--- src/rtl/opsh_pkg.sv ---
package opsh_pkg;

  // Encoding of the shift_kind pin (behavioural: the decoder keys on it)
  typedef enum logic [1:0] {
    SK_LSL = 2'd0,
    SK_LSR = 2'd1,
    SK_ASR = 2'd2,
    SK_ROR = 2'd3
  } shift_kind_e;

  // Internal operation after folding the immediate encodings
  typedef enum logic [2:0] {
    OP_LSL,
    OP_LSR,
    OP_ASR,
    OP_ROR,
    OP_RRX
  } shift_op_e;

endpackage

--- src/rtl/opsh_rotr.sv ---
// Logarithmic right rotator: one mux rank per bit of the distance.
module opsh_rotr #(
  parameter int W  = 32,
  parameter int SW = $clog2(W)
) (
  input  logic [W-1:0]  din,
  input  logic [SW-1:0] amt,
  output logic [W-1:0]  dout
);

  logic [W-1:0] stage [0:SW];

  assign stage[0] = din;

  for (genvar k = 0; k < SW; k++) begin : g_rank
    localparam int SH = 1 << k;
    assign stage[k+1] = amt[k] ? {stage[k][SH-1:0], stage[k][W-1:SH]} : stage[k];
  end

  assign dout = stage[SW];

endmodule

--- src/rtl/opsh_decode.sv ---
// Folds the instruction-field encodings into an operation and a plain distance.
module opsh_decode
  import opsh_pkg::*;
#(
  parameter int W     = 32,
  parameter int AMT_W = 8,
  parameter int SH_W  = $clog2(W)
) (
  input  shift_kind_e       kind,
  input  logic [SH_W-1:0]   imm_field,
  input  logic [AMT_W-1:0]  reg_byte,
  input  logic              from_reg,
  output shift_op_e         op,
  output logic [AMT_W-1:0]  amt
);

  always_comb begin
    case (kind)
      SK_LSL:  op = OP_LSL;
      SK_LSR:  op = OP_LSR;
      SK_ASR:  op = OP_ASR;
      default: op = OP_ROR;
    endcase
    if (from_reg) begin
      amt = reg_byte;
    end else begin
      amt = AMT_W'(imm_field);
      if (imm_field == '0) begin
        case (kind)
          SK_LSR, SK_ASR: amt = AMT_W'(W);
          SK_ROR: begin
            op  = OP_RRX;
            amt = AMT_W'(1);
          end
          default: amt = '0;
        endcase
      end
    end
  end

endmodule

--- src/rtl/opsh_core.sv ---
// Shift datapath: one shared rotator plus masks, with range flags for
// distances at or beyond the word width.
module opsh_core
  import opsh_pkg::*;
#(
  parameter int W     = 32,
  parameter int AMT_W = 8
) (
  input  logic [W-1:0]     din,
  input  shift_op_e        op,
  input  logic [AMT_W-1:0] amt,
  input  logic             cin,
  output logic [W-1:0]     dout,
  output logic             cout
);

  localparam int SW = $clog2(W);

  logic [SW-1:0] s;
  logic [SW-1:0] rot_amt;
  logic [W-1:0]  rot;
  logic [W-1:0]  mask_r;
  logic [W-1:0]  mask_l;
  logic          is_zero;
  logic          is_exact;
  logic          is_big;
  logic          sign;

  assign s        = amt[SW-1:0];
  assign is_zero  = (amt == '0);
  assign is_exact = (amt == AMT_W'(W));
  assign is_big   = (amt >= AMT_W'(W));
  assign sign     = din[W-1];
  assign mask_r   = {W{1'b1}} >> s;
  assign mask_l   = {W{1'b1}} << s;
  // A left shift by s is a right rotate by (W - s) mod W
  assign rot_amt  = (op == OP_LSL) ? (SW'(0) - s) : s;

  opsh_rotr #(.W(W), .SW(SW)) u_rot (
    .din  (din),
    .amt  (rot_amt),
    .dout (rot)
  );

  always_comb begin
    dout = din;
    cout = cin;
    case (op)
      OP_LSL: begin
        if (is_big) begin
          dout = '0;
          cout = is_exact ? din[0] : 1'b0;
        end else if (!is_zero) begin
          dout = rot & mask_l;
          cout = rot[0];
        end
      end
      OP_LSR: begin
        if (is_big) begin
          dout = '0;
          cout = is_exact ? sign : 1'b0;
        end else if (!is_zero) begin
          dout = rot & mask_r;
          cout = rot[W-1];
        end
      end
      OP_ASR: begin
        if (is_big) begin
          dout = {W{sign}};
          cout = sign;
        end else if (!is_zero) begin
          dout = (rot & mask_r) | (sign ? ~mask_r : '0);
          cout = rot[W-1];
        end
      end
      OP_ROR: begin
        if (!is_zero) begin
          dout = rot;
          cout = rot[W-1];
        end
      end
      OP_RRX: begin
        dout = {cin, din[W-1:1]};
        cout = din[0];
      end
      default: ;
    endcase
  end

  // The rotate-through-carry path bypasses the rotator entirely.
  always_comb begin
    if (op == OP_RRX) begin
      assert_rrx_inserts_carry_R4: assert (dout[W-1] == cin && cout == din[0])
        else $error("rrx carry insertion broken");
    end
  end

  // Checks the range flags against the rotator output.
  always_comb begin
    if ((op == OP_LSL || op == OP_LSR) && amt > AMT_W'(W)) begin
      assert_beyond_width_clears_R7: assert (dout == '0 && !cout)
        else $error("shift beyond width not cleared");
    end
  end

endmodule

--- src/rtl/opsh_top.sv ---
module opsh_top
  import opsh_pkg::*;
#(
  parameter int DATA_W = 32,
  parameter int AMT_W  = 8,
  parameter int IMMB_W = 8,
  parameter int ROT_W  = 4,
  localparam int SH_W  = $clog2(DATA_W)
) (
  input  logic [DATA_W-1:0] value,
  input  logic [1:0]        shift_kind,
  input  logic [SH_W-1:0]   shift_imm,
  input  logic [AMT_W-1:0]  shift_reg_byte,
  input  logic              amt_from_reg,
  input  logic              carry_in,
  input  logic              imm_mode,
  input  logic [IMMB_W-1:0] imm_byte,
  input  logic [ROT_W-1:0]  imm_rot,
  output logic [DATA_W-1:0] result,
  output logic              carry_out
);

  shift_op_e         op;
  logic [AMT_W-1:0]  amt;
  logic [DATA_W-1:0] sh_res;
  logic              sh_c;
  logic [DATA_W-1:0] imm_res;
  logic              imm_c;
  logic [SH_W-1:0]   imm_amt;

  opsh_decode #(.W(DATA_W), .AMT_W(AMT_W), .SH_W(SH_W)) u_dec (
    .kind      (shift_kind_e'(shift_kind)),
    .imm_field (shift_imm),
    .reg_byte  (shift_reg_byte),
    .from_reg  (amt_from_reg),
    .op        (op),
    .amt       (amt)
  );

  opsh_core #(.W(DATA_W), .AMT_W(AMT_W)) u_core (
    .din  (value),
    .op   (op),
    .amt  (amt),
    .cin  (carry_in),
    .dout (sh_res),
    .cout (sh_c)
  );

  // Immediate constant: rotate right by twice the rotate field
  assign imm_amt = SH_W'({imm_rot, 1'b0});

  opsh_rotr #(.W(DATA_W), .SW(SH_W)) u_imm_rot (
    .din  (DATA_W'(imm_byte)),
    .amt  (imm_amt),
    .dout (imm_res)
  );

  assign imm_c     = (imm_rot != '0) ? imm_res[DATA_W-1] : carry_in;
  assign result    = imm_mode ? imm_res : sh_res;
  assign carry_out = imm_mode ? imm_c : sh_c;

  always_comb begin
    if (!imm_mode && amt_from_reg && shift_reg_byte == '0) begin
      assert_reg_zero_passes_R5: assert (result == value && carry_out == carry_in)
        else $error("zero register distance altered operand");
    end
    if (!imm_mode && amt_from_reg && shift_kind == 2'd2 &&
        shift_reg_byte >= AMT_W'(DATA_W)) begin
      assert_asr_sign_fill_R8: assert (result == {DATA_W{value[DATA_W-1]}} &&
                                       carry_out == value[DATA_W-1])
        else $error("arithmetic shift not sign filled");
    end
    if (imm_mode && imm_rot == '0) begin
      assert_imm_no_rot_R10: assert (result == DATA_W'(imm_byte) && carry_out == carry_in)
        else $error("unrotated immediate wrong");
    end
  end

endmodule

--- config.mk ---
export PLATFORM = sky130hd
export DESIGN_NAME = opsh_top
export DESIGN_NICKNAME = d
export VERILOG_FILES = /design/src/rtl/opsh_pkg.sv /design/src/rtl/opsh_rotr.sv /design/src/rtl/opsh_decode.sv /design/src/rtl/opsh_core.sv /design/src/rtl/opsh_top.sv
export SDC_FILE = /design/constraint.sdc
export NUM_CORES = 1
export LEC_CHECK = 0
export BUFFER_PORTS_ARGS = -buffer_cell sky130_fd_sc_hd__buf_2
export CORE_MARGIN = 3
export CORE_UTILIZATION = 30
export DETAILED_ROUTE_END_ITERATION = 10
export SLEW_MARGIN = 20
export SYNTH_ARGS = -nofsm -noshare
export SYNTH_HDL_FRONTEND = slang
export SYNTH_SLANG_ARGS = --single-unit
--- constraint.sdc ---
create_clock -name vclk -period 6.35
set_clock_uncertainty 0.05 [all_clocks]
set_input_delay 0.635 -clock vclk [all_inputs]
set_output_delay 0.635 -clock vclk [all_outputs]
set_load 0.02 [all_outputs]
After elaboration in Yosys (flattened, before gate mapping)
Index checks and enable logic that the tools add are counted.
- register bits after elaboration: 0
- word-level logic and storage cells: 59
- add/subtract/negate cells: 1
- order comparisons: 1
- equal/unequal tests: 8
- shift operators: 2
- mux-type cells: 37
- bitwise operators: 4
- reduce and logical (&&, ||, !) cells: 6
- operators with widths (kind ; count):
    32-bit 2-to-1 mux ; 18
    32-bit one-hot mux with 5 select lines ; 1
    32-bit bitwise AND ; 2
    32-bit NOT ; 1
    32-bit OR ; 1
    32-bit by 5-bit << shifter with 32-bit output (first input constant) ; 1
    32-bit by 5-bit >> shifter with 32-bit output (first input constant) ; 1
    8-bit 2-to-1 mux ; 2
    6-bit one-hot mux with 2 select lines ; 1
    1-bit 2-to-1 mux ; 9
    3-bit 2-to-1 mux ; 3
    8-bit by 6-bit == test with 1-bit output (second input constant) ; 1
    8-bit by 6-bit >= comparator with 1-bit output (second input constant) ; 1
    8-bit zero test ; 1
    3-bit by 2-bit == test with 1-bit output (second input constant) ; 2
    2-bit one-hot mux with 3 select lines ; 1
    5-bit zero test ; 1
    5-bit 2-to-1 mux ; 1
    1-bit one-hot mux with 5 select lines ; 1
    1-bit by 5-bit subtractor with 5-bit output (first input constant) ; 1
    2-bit == test (second input constant) ; 2
    4-bit nonzero test ; 1
    3-bit by 1-bit == test with 1-bit output (second input constant) ; 1
    3-bit == test (second input constant) ; 1
    4 further kinds ; 4

Depth between registers and ports, before layout
Gate-level depths: netlist of the first run.
- depth in word-level cells: 18
- gate-level depth with buffers: 19

Hierarchy
Synthesis of the first run repeated with hierarchy kept, for this count alone.
- cells, all modules: 749
- area total of the unflattened synthesis: 7108.1 um2
- by module, submodules not included (module ; times used ; cells each ; area an instance (um2) ; sequential area each (um2)):
    opsh_rotr ; 2 ; 116 ; 1949.4 ; 0.0
    opsh_core ; 1 ; 447 ; 2532.4 ; 0.0
    opsh_top ; 1 ; 41 ; 445.4 ; 0.0
    opsh_decode ; 1 ; 29 ; 231.5 ; 0.0

Least setup slack after synthesis of the first run
OpenSTA, ideal clock, no wires.
- kind: input to output
- from: input amt_from_reg
- to: output result[5]
- arrival: 4.932 ns
- path slack: 0.733 ns
- stages on the path: 19
- buffers on the path: 6
- path through: or4_1 > buf_2 > o21a_1 > buf_2 > buf_1 > ha_1 > inv_1 > ha_1 > nand2b_1 > a21boi_0 > buf_2 > buf_2 > buf_2 > mux4_2 > nor2_1 > a211oi_1 > a21oi_1 > o2111a_1 > o41ai_1
- cells in the longest elaborated chain, start to end: 14
- elaborated cells between the ends (all ways): 32
- classes of those cells: add/sub: 1; order compare: 1; eq/ne: 4; shift: 2; mux: 18; bitwise: 4; reduce/logical: 2
- ends and longest elaborated chain (item ; line ; text):
    start: declaration ; opsh_top.sv:14 ; input logic amt_from_reg,
    8-bit 2-to-1 mux or 3-bit 2-to-1 mux (tied branches) ; opsh_decode.sv:24 ; if (from_reg) begin
    1-bit by 5-bit subtractor with 5-bit output or 3-bit zero test (tied branches) ; opsh_core.sv:37, opsh_core.sv:48 ;
    5-bit 2-to-1 mux ; opsh_core.sv:37 ; assign rot_amt = (op == OP_LSL) ? (SW'(0) - s) : s;
    32-bit 2-to-1 mux (5 in series) ; opsh_rotr.sv:17 ; assign stage[k+1] = amt[k] ? {stage[k][SH-1:0], stage[k][W-1:SH]} : stage[k];
    32-bit bitwise AND ; opsh_core.sv:63, opsh_core.sv:72 ;
    32-bit OR ; opsh_core.sv:72 ; dout = (rot & mask_r) | (sign ? ~mask_r : '0);
    32-bit 2-to-1 mux ; opsh_core.sv:71 ; end else if (!is_zero) begin
    32-bit 2-to-1 mux ; opsh_core.sv:68 ; if (is_big) begin
    32-bit one-hot mux with 5 select lines * ; opsh_core.sv:48 ; case (op)
    32-bit 2-to-1 mux * ; opsh_top.sv:59 ; assign result = imm_mode ? imm_res : sh_res;
    end: declaration ; opsh_top.sv:19 ; output logic [DATA_W-1:0] result,
Mark *: on every way between the ends. The rest lies on a longest branch, timed or not.

Worst setup path in the final report of the first run
- from: input amt_from_reg
- to: output result[22]
Same word-level chain as after synthesis.

==> results of run 1 <==
==> where the power goes <==
part / switching, mW / internal, mW
combinational: 0.547 / 0.325
clock: 0 / 0
sequential: 0 / 0
total: 0.547 / 0.325
==> kinds of logic after synthesis <==
| logic type | count (synthesis) | synth area share (%) |
|---|---|---|
| AO/OA/AOI/OAI | 311 | 37.7 |
| AND/OR/NAND/NOR | 289 | 22.4 |
| multiplexers | 137 | 29.7 |
| buffers and inverters | 93 | 6.78 |
| adder cells (fa/ha/maj) | 10 | 2.20 |
| XOR/XNOR | 5 | 1.17 |
==> layout make-up <==
type	count	area (µm²)	area share, %
repair buffers	116	658	10.4
multi-input cells	752	5350	84.3
inverters	14	53.8	0.848
well taps	229	287	4.52
==> placed cells by master, fill, tap and decap left out, types with 13 or more instances in the layout <==
cell      count
o221ai_1     13
nand2_1     100
o21ai_0      53
mux2i_1      85
buf_4        19
nand3_1      29
a21oi_1      70
mux4_2       22
o211ai_1     24
nor2_1       93
mux2_2       27
buf_2        95
o22ai_1      16
nor3_1       24
a211oi_1     18
==> metal layers <==
layer | part of all wire, % | wire (µm) | up-vias | GRT usage [%]
met4 | 5.3 | 1560 | 0 | 10.2
li1 | - | - | 3339 | -
met1 | 40 | 11600 | 3659 | 37.6
met5 | 0 | 0 | - | 0
met3 | 14 | 4070 | 115 | 5.49
met2 | 41 | 12100 | 675 | 40.3
==> worst min-delay path by stage <==
stage               from    endpoint  slack, ps  cells past startpoint
2_1_floorplan  value[23]  result[22]       1440                      2
3_3_place_gp   value[23]  result[22]       1730                      4
3_5_place_dp   value[23]  result[22]       1730                      4
4_1_cts        value[23]  result[22]       1730                      4
5_1_grt        value[23]  result[22]       1750                      4
6_report       value[23]  result[22]       1750                      4
==> impl_metrics.env, run 1 <==
export IMPL_outcome="completed"
export IMPL_num_io_pins=95
export IMPL_end_kind="output pin"
export IMPL_synth_top_area_cell="mux2i_1"
export IMPL_rows=49
export IMPL_numPortBuffers=95
export IMPL_hold_violations=0
export IMPL_slew_violations=0
export IMPL_yosysWarnings=0
export IMPL_timing_hold_ws_ps=1750
export IMPL_track_usage_pct=26.8
export IMPL_finalPower_uw=872
export IMPL_power_density_mw_per_mm2=137
export IMPL_leakage_nw=2.66
export IMPL_dr_pass1_iters=6
export IMPL_critPathKind="in2out"
export IMPL_placed_cell_area_mm2=0.00634
export IMPL_critPathBufInv=5
export IMPL_grt_overflow=0
export IMPL_slew_headroom_pct=30.7
export IMPL_path_cells="buf_2 > or4_1 > o21a_1 > buf_4 > ha_1 > inv_1 > ha_1 > nand2b_1 > a21boi_4 > buf_12 > mux2i_1 > a22o_1 > a211oi_1 > mux4_2 > o21ai_0 > a31oi_1 > buf_2"
export IMPL_flops_and_latches=0
export IMPL_place_ws_ps=751
export IMPL_wirelength_mm=29.3
export IMPL_synth_cells=845
export IMPL_cts_setup_buffers=0
export IMPL_grt_antenna_before_repair=0
export IMPL_cts_resized=0
export IMPL_drive_gt1_share_pct=21.7
export IMPL_cts_hold_buf=0
export IMPL_grt_pass1_wl_mm=42.6
export IMPL_slowest_stage="or4_1"
export IMPL_critPathMaxFanout=38
export IMPL_start_util_pct=31.1
export IMPL_wl_per_cell_um=26.4
export IMPL_fp_dieW_um=144
export IMPL_hpwl_mm=22.2
export IMPL_synthDistinctLibCells=72
export IMPL_gp_congestion=1.02
export IMPL_clkbuf_count=0
export IMPL_path_delay_family="compound AO/OA/AOI/OAI gates"
export IMPL_syn_num_nets=917
export IMPL_synth_common_cells="100 x nand2_1, 94 x nor2_1, 85 x mux2i_1"
export IMPL_rsz0062_at_grt="false"
export IMPL_placed_cells=1111
export IMPL_arrival_ps=5050
export IMPL_stdcell_count=1111
export IMPL_core_area_mm2=0.0183
export IMPL_synth_most_common_cell="nand2_1"
export IMPL_drtIter0Drc=1290
export IMPL_num_fill_cells=2009
export IMPL_antennaDiodeCount=0
export IMPL_critPathCapture="result[22]"
export IMPL_routed_via_density=7.01
export IMPL_drc=0
export IMPL_die_h_um=144
export IMPL_num_vias=7788
export IMPL_synth_area_leaders="mux2i_1 15%, mux4_2 8.7%, nand2_1 6.6%, a21oi_1 6.3%, nor2_1 6.2%"
export IMPL_synth_top_cell_area_share_pct=15.0
export IMPL_syn_area_mm2=0.00568
export IMPL_path_depth=17
export IMPL_period_minus_slack_ps=5740
export IMPL_worstMarginPinSlew_ps=1040
export IMPL_worst_path_largest_cell_delay_ps=690
export IMPL_grt_pass1_vias=6942
export IMPL_startpoint="amt_from_reg"
export IMPL_final_setup_tns_ps=0
export IMPL_max_freq_mhz=174
export IMPL_startpoint_type="primary input"
export IMPL_synth_seq_area_share_pct=0
export IMPL_fin_area_mm2=0.00634
export IMPL_worst_slack_ps=614
export IMPL_postLayoutCoreUtil_pct=34.7
export IMPL_die_area_mm2=0.0206
export IMPL_seqCellArea_um2=0
export IMPL_grt_max_degree=75
export IMPL_cap_violations=0
export IMPL_area_delta_synth_final_pct=11.7
export IMPL_min_period_over_period_pct=90.3
export IMPL_syn_area_per_cell_um2=6.72
export IMPL_vdd_drop_max_mv=0.0511
export IMPL_detail_route_antenna_nets=0
export IMPL_layout_nets=956
export IMPL_hp_class="in2out"
export IMPL_critical_path_required_ps=5660
export IMPL_setup_viol=0
Power figures use the tool's default switching activity.
==> inputs of run 2 (changes only) <==
--- a/config.mk
+++ b/config.mk
@@ -7,7 +7,7 @@
 export LEC_CHECK = 0
 export BUFFER_PORTS_ARGS = -buffer_cell sky130_fd_sc_hd__buf_2
 export CORE_MARGIN = 3
-export CORE_UTILIZATION = 30
+export CORE_UTILIZATION = 25
 export DETAILED_ROUTE_END_ITERATION = 10
 export SLEW_MARGIN = 20
 export SYNTH_ARGS = -nofsm -noshare
==> run 2 against run 1 <==
Net effect:
- critical path depth is 4 lower
- count of clock-buffer cells in the layout unchanged
- wire length is 2.8% higher
- flip-flop and latch count unchanged
- die area up 19%
- critical path type unchanged
- largest cell class unchanged
==> impl_metrics.env, run 2 (synthesized netlist as in run 1, its figures left out) <==
export IMPL_leakage_nw=2.67
export IMPL_placed_cells=1166
export IMPL_setup_viol=0
export IMPL_startpoint_type="primary input"
export IMPL_finalPower_uw=875
export IMPL_cap_violations=0
export IMPL_power_frac_seq_pct=0
export IMPL_track_usage_pct=23.0
export IMPL_arrival_ps=5130
export IMPL_final_setup_tns_ps=0
export IMPL_start_util_pct=25.7
export IMPL_grt_pass1_vias=6914
export IMPL_power_frac_clock_pct=0
export IMPL_drc=0
export IMPL_hpwl_mm=22.9
export IMPL_die_area_mm2=0.0246
export IMPL_seqCellArea_um2=0
export IMPL_critPathKind="in2out"
export IMPL_grt_pass1_wl_mm=43.7
export IMPL_end_kind="output pin"
export IMPL_layout_cells_most_common_list="100 x nand2_1, 95 x buf_2, 93 x nor2_1"
export IMPL_critical_path_required_ps=5660
export IMPL_flops_and_latches=0
export IMPL_drtIter0Drc=1222
export IMPL_placed_cell_area_mm2=0.00643
export IMPL_max_freq_mhz=172
export IMPL_timing_hold_ws_ps=1760
export IMPL_numPortBuffers=95
export IMPL_grt_overflow=0
export IMPL_period_minus_slack_ps=5810
export IMPL_power_density_mw_per_mm2=136
export IMPL_clkbuf_count=0
export IMPL_drive_gt1_share_pct=22.0
export IMPL_pwr_share_comb_pct=100.0
export IMPL_cts_hold_buf=0
export IMPL_hold_violations=0
export IMPL_min_period_over_period_pct=91.6
export IMPL_antennaDiodeCount=0
export IMPL_critPathMaxFanout=22
export IMPL_dr_pass1_iters=5
export IMPL_fin_area_mm2=0.00643
export IMPL_p_sw_share_pct=62.7
export IMPL_routed_via_density=6.60
export IMPL_rsz0062_at_grt="false"
export IMPL_cts_setup_buffers=0
export IMPL_cts_resized=0
export IMPL_die_h_um=157
export IMPL_hp_class="in2out"
export IMPL_num_vias=7691
export IMPL_num_io_pins=95
export IMPL_area_delta_synth_final_pct=13.1
export IMPL_fp_dieW_um=157
export IMPL_grt_max_degree=49
export IMPL_wl_per_cell_um=25.9
export IMPL_worst_slack_ps=535
export IMPL_layout_nets=960
export IMPL_rows=54
export IMPL_place_ws_ps=686
export IMPL_slew_headroom_pct=30.1
export IMPL_core_area_mm2=0.0221
export IMPL_slew_violations=0
export IMPL_wirelength_mm=30.2
export IMPL_postLayoutCoreUtil_pct=29.1
export IMPL_vdd_drop_max_mv=0.0533
export IMPL_grt_antenna_before_repair=0
export IMPL_p_sw_uw=548
export IMPL_detail_route_antenna_nets=0
export IMPL_worstMarginPinSlew_ps=1050
export IMPL_outcome="completed"
export IMPL_num_fill_cells=2436
export IMPL_stdcell_count=1166
export IMPL_internal_power_uw=327
export IMPL_gp_congestion=0.976
export IMPL_layout_commonest_cell="nand2_1"
run 2: cell types whose count changed in the layout (fill, tap and decap cells not counted), sizes merged:
cell	delta
buf	+4
run 2: path summary, 6_finish.rpt:
| check | to | cells after the start | from | slack (ps) |
|---|---|---|---|---|
| setup / recovery | result[26] | 13 | amt_from_reg | 540 |
| hold / removal | result[22] | 4 | value[23] | 1760 |
run 2: per-layer routing:
layer	vias up	part of all wire, %	global-route usage [%]	wire length [µm]
met5	-	0	0	0
met3	89	14	5.03	4090
li1	3355	-	-	-
met2	608	42	35.1	12700
met4	0	3.9	6.79	1180
met1	3639	40	32.5	12200
run 2: worst max-delay path: stages:
cell and delay (ps):
buf_2 220, or4_1 700, o21a_1 270, ha_1 260, or4b_2 240, nand3_1 210, xnor2_2 850, buf_4 330
mux4_2 540, nor2_1 100, a211oi_1 60, o21ai_0 440, buf_2 260
run 2: power by group through the flow:
stage	Clock, mW	Sequential [mW]	Combinational [mW]
after floorplan	0	0	0.571
after global placement	0	0	0.847
final	0	0	0.875
after detailed placement	0	0	0.848
after CTS	0	0	0.851
after global routing	0	0	0.924
run 2: final cells by class:
cell class	count	area, µm²	share of cell area (%)
multi-input combinational	752	5350	83.2
timing repair buffer	120	676	10.5
tap	280	350	5.45
inverter	14	53.8	0.837
==> inputs of run 3 (changes only) <==
--- a/config.mk
+++ b/config.mk
@@ -9,6 +9,7 @@
 export CORE_MARGIN = 3
 export CORE_UTILIZATION = 25
 export DETAILED_ROUTE_END_ITERATION = 10
+export MAX_ROUTING_LAYER = met4
 export SLEW_MARGIN = 20
 export SYNTH_ARGS = -nofsm -noshare
 export SYNTH_HDL_FRONTEND = slang
==> run 3 against run 2 <==
Net effect:
- flip-flop and latch count did not move
- combinational power about the same
- wire length rose by 0.46%
- die area unchanged
- critical path depth grew 3
- power grew 0.19%
- first-iteration DRC count is 3.0% lower
- hold slack gained 13 ps
- core utilization about the same
- largest cell class unchanged
- non-clock buffer count up 2
- count of clock-buffer cells in the layout unchanged
- global-route usage rose by 1.0 points
==> impl_metrics.env, run 3 (synthesized netlist as in run 1, its figures left out) <==
export IMPL_outcome="completed"
export IMPL_rsz0062_at_grt="false"
export IMPL_cap_violations=0
export IMPL_drt_met1_wl_mm=12.6
export IMPL_dr_wl_met2_mm=12.7
export IMPL_grt_overflow=0
export IMPL_num_vias=7734
export IMPL_wl_per_cell_um=25.9
export IMPL_fin_area_mm2=0.00643
export IMPL_path_cells="buf_2 > or4_1 > o21a_1 > ha_1 > inv_1 > ha_1 > nand2b_1 > a21boi_4 > buf_4 > mux2i_1 > a22o_1 > a211oi_1 > mux4_2 > o21ai_0 > a31oi_1 > buf_2"
export IMPL_path_delay_family="compound AO/OA/AOI/OAI gates"
export IMPL_wl_met3_mm=3.86
export IMPL_core_area_mm2=0.0221
export IMPL_critPathMaxFanout=24
export IMPL_slew_headroom_pct=32.3
export IMPL_period_minus_slack_ps=5970
export IMPL_timing_hold_ws_ps=1770
export IMPL_layout_commonest_cell="nand2_1"
export IMPL_start_util_pct=25.7
export IMPL_vdd_drop_max_mv=0.0478
export IMPL_power_density_mw_per_mm2=136
export IMPL_finalPower_uw=877
export IMPL_setup_viol=0
export IMPL_num_io_pins=95
export IMPL_gp_congestion=1.00
export IMPL_final_setup_tns_ps=0
export IMPL_grt_max_degree=42
export IMPL_seqCellArea_um2=0
export IMPL_cts_resized=0
export IMPL_placed_cells=1168
export IMPL_critical_path_required_ps=5660
export IMPL_layout_nets=962
export IMPL_postLayoutCoreUtil_pct=29.1
export IMPL_worstMarginPinSlew_ps=1020
export IMPL_place_ws_ps=433
export IMPL_hp_class="in2out"
export IMPL_grt_pass1_vias=6954
export IMPL_wirelength_mm=30.3
export IMPL_critPathKind="in2out"
export IMPL_rows=54
export IMPL_placed_cell_area_mm2=0.00643
export IMPL_numPortBuffers=95
export IMPL_critPathBufInv=4
export IMPL_stdcell_count=1170
export IMPL_detail_route_antenna_nets=0
export IMPL_flops_and_latches=0
export IMPL_cts_hold_buf=0
export IMPL_slew_violations=0
export IMPL_drive_gt1_share_pct=22.2
export IMPL_drc=0
export IMPL_arrival_ps=5290
export IMPL_min_period_over_period_pct=94.0
export IMPL_dr_pass1_iters=6
export IMPL_routed_via_density=6.61
export IMPL_die_area_mm2=0.0246
export IMPL_grt_antenna_before_repair=2
export IMPL_hold_violations=0
export IMPL_layout_cells_most_common_list="100 x nand2_1, 95 x buf_2, 93 x nor2_1"
export IMPL_slowest_stage="a21boi_4"
export IMPL_clkbuf_count=0
export IMPL_startpoint_type="primary input"
export IMPL_end_kind="output pin"
export IMPL_worst_path_largest_cell_delay_ps=780
export IMPL_track_usage_pct=24.1
export IMPL_die_h_um=157
export IMPL_drtIter0Drc=1185
export IMPL_cts_setup_buffers=0
export IMPL_worst_slack_ps=379
export IMPL_hpwl_mm=23.2
export IMPL_fp_dieW_um=157
export IMPL_top_layer="met4"
export IMPL_grt_pass1_wl_mm=44.6
export IMPL_max_freq_mhz=167
export IMPL_area_delta_synth_final_pct=13.2
export IMPL_leakage_nw=2.68
run 3: final cells by class:
cell class	instances	area (µm²)
Inverter	14	53.8
Tap cell	280	350
Antenna cell	2	5.00
Fill cell	2438	15700
Timing Repair Buffer	122	678
Multi-Input combinational cell	752	5350
run 3: final timing paths:
check / from / to / depth (start not counted)
worst max-delay path: amt_from_reg / result[22] / 16
worst min-delay path: value[23] / result[22] / 4
run 3: per-layer routing:
metal | global-route usage, % | vias to the layer above
li1 | - | 3358
met1 | 33.3 | 3651
met2 | 35.1 | 628
met3 | 5.17 | 97
met4 | 7.00 | 0
met5 | - | -
run 3: worst min-delay path, delay by kind of cell:
family | cells | cell delay, ps
AOI/OAI and AO/OA | 1 | 120
buffers and inverters | 2 | 340
and+or+nand+nor | 1 | 90
run 3: where the power goes:
group          internal [mW]  switching [mW]
combinational          0.325           0.552
clock           0.0000000631               0
sequential                 0               0
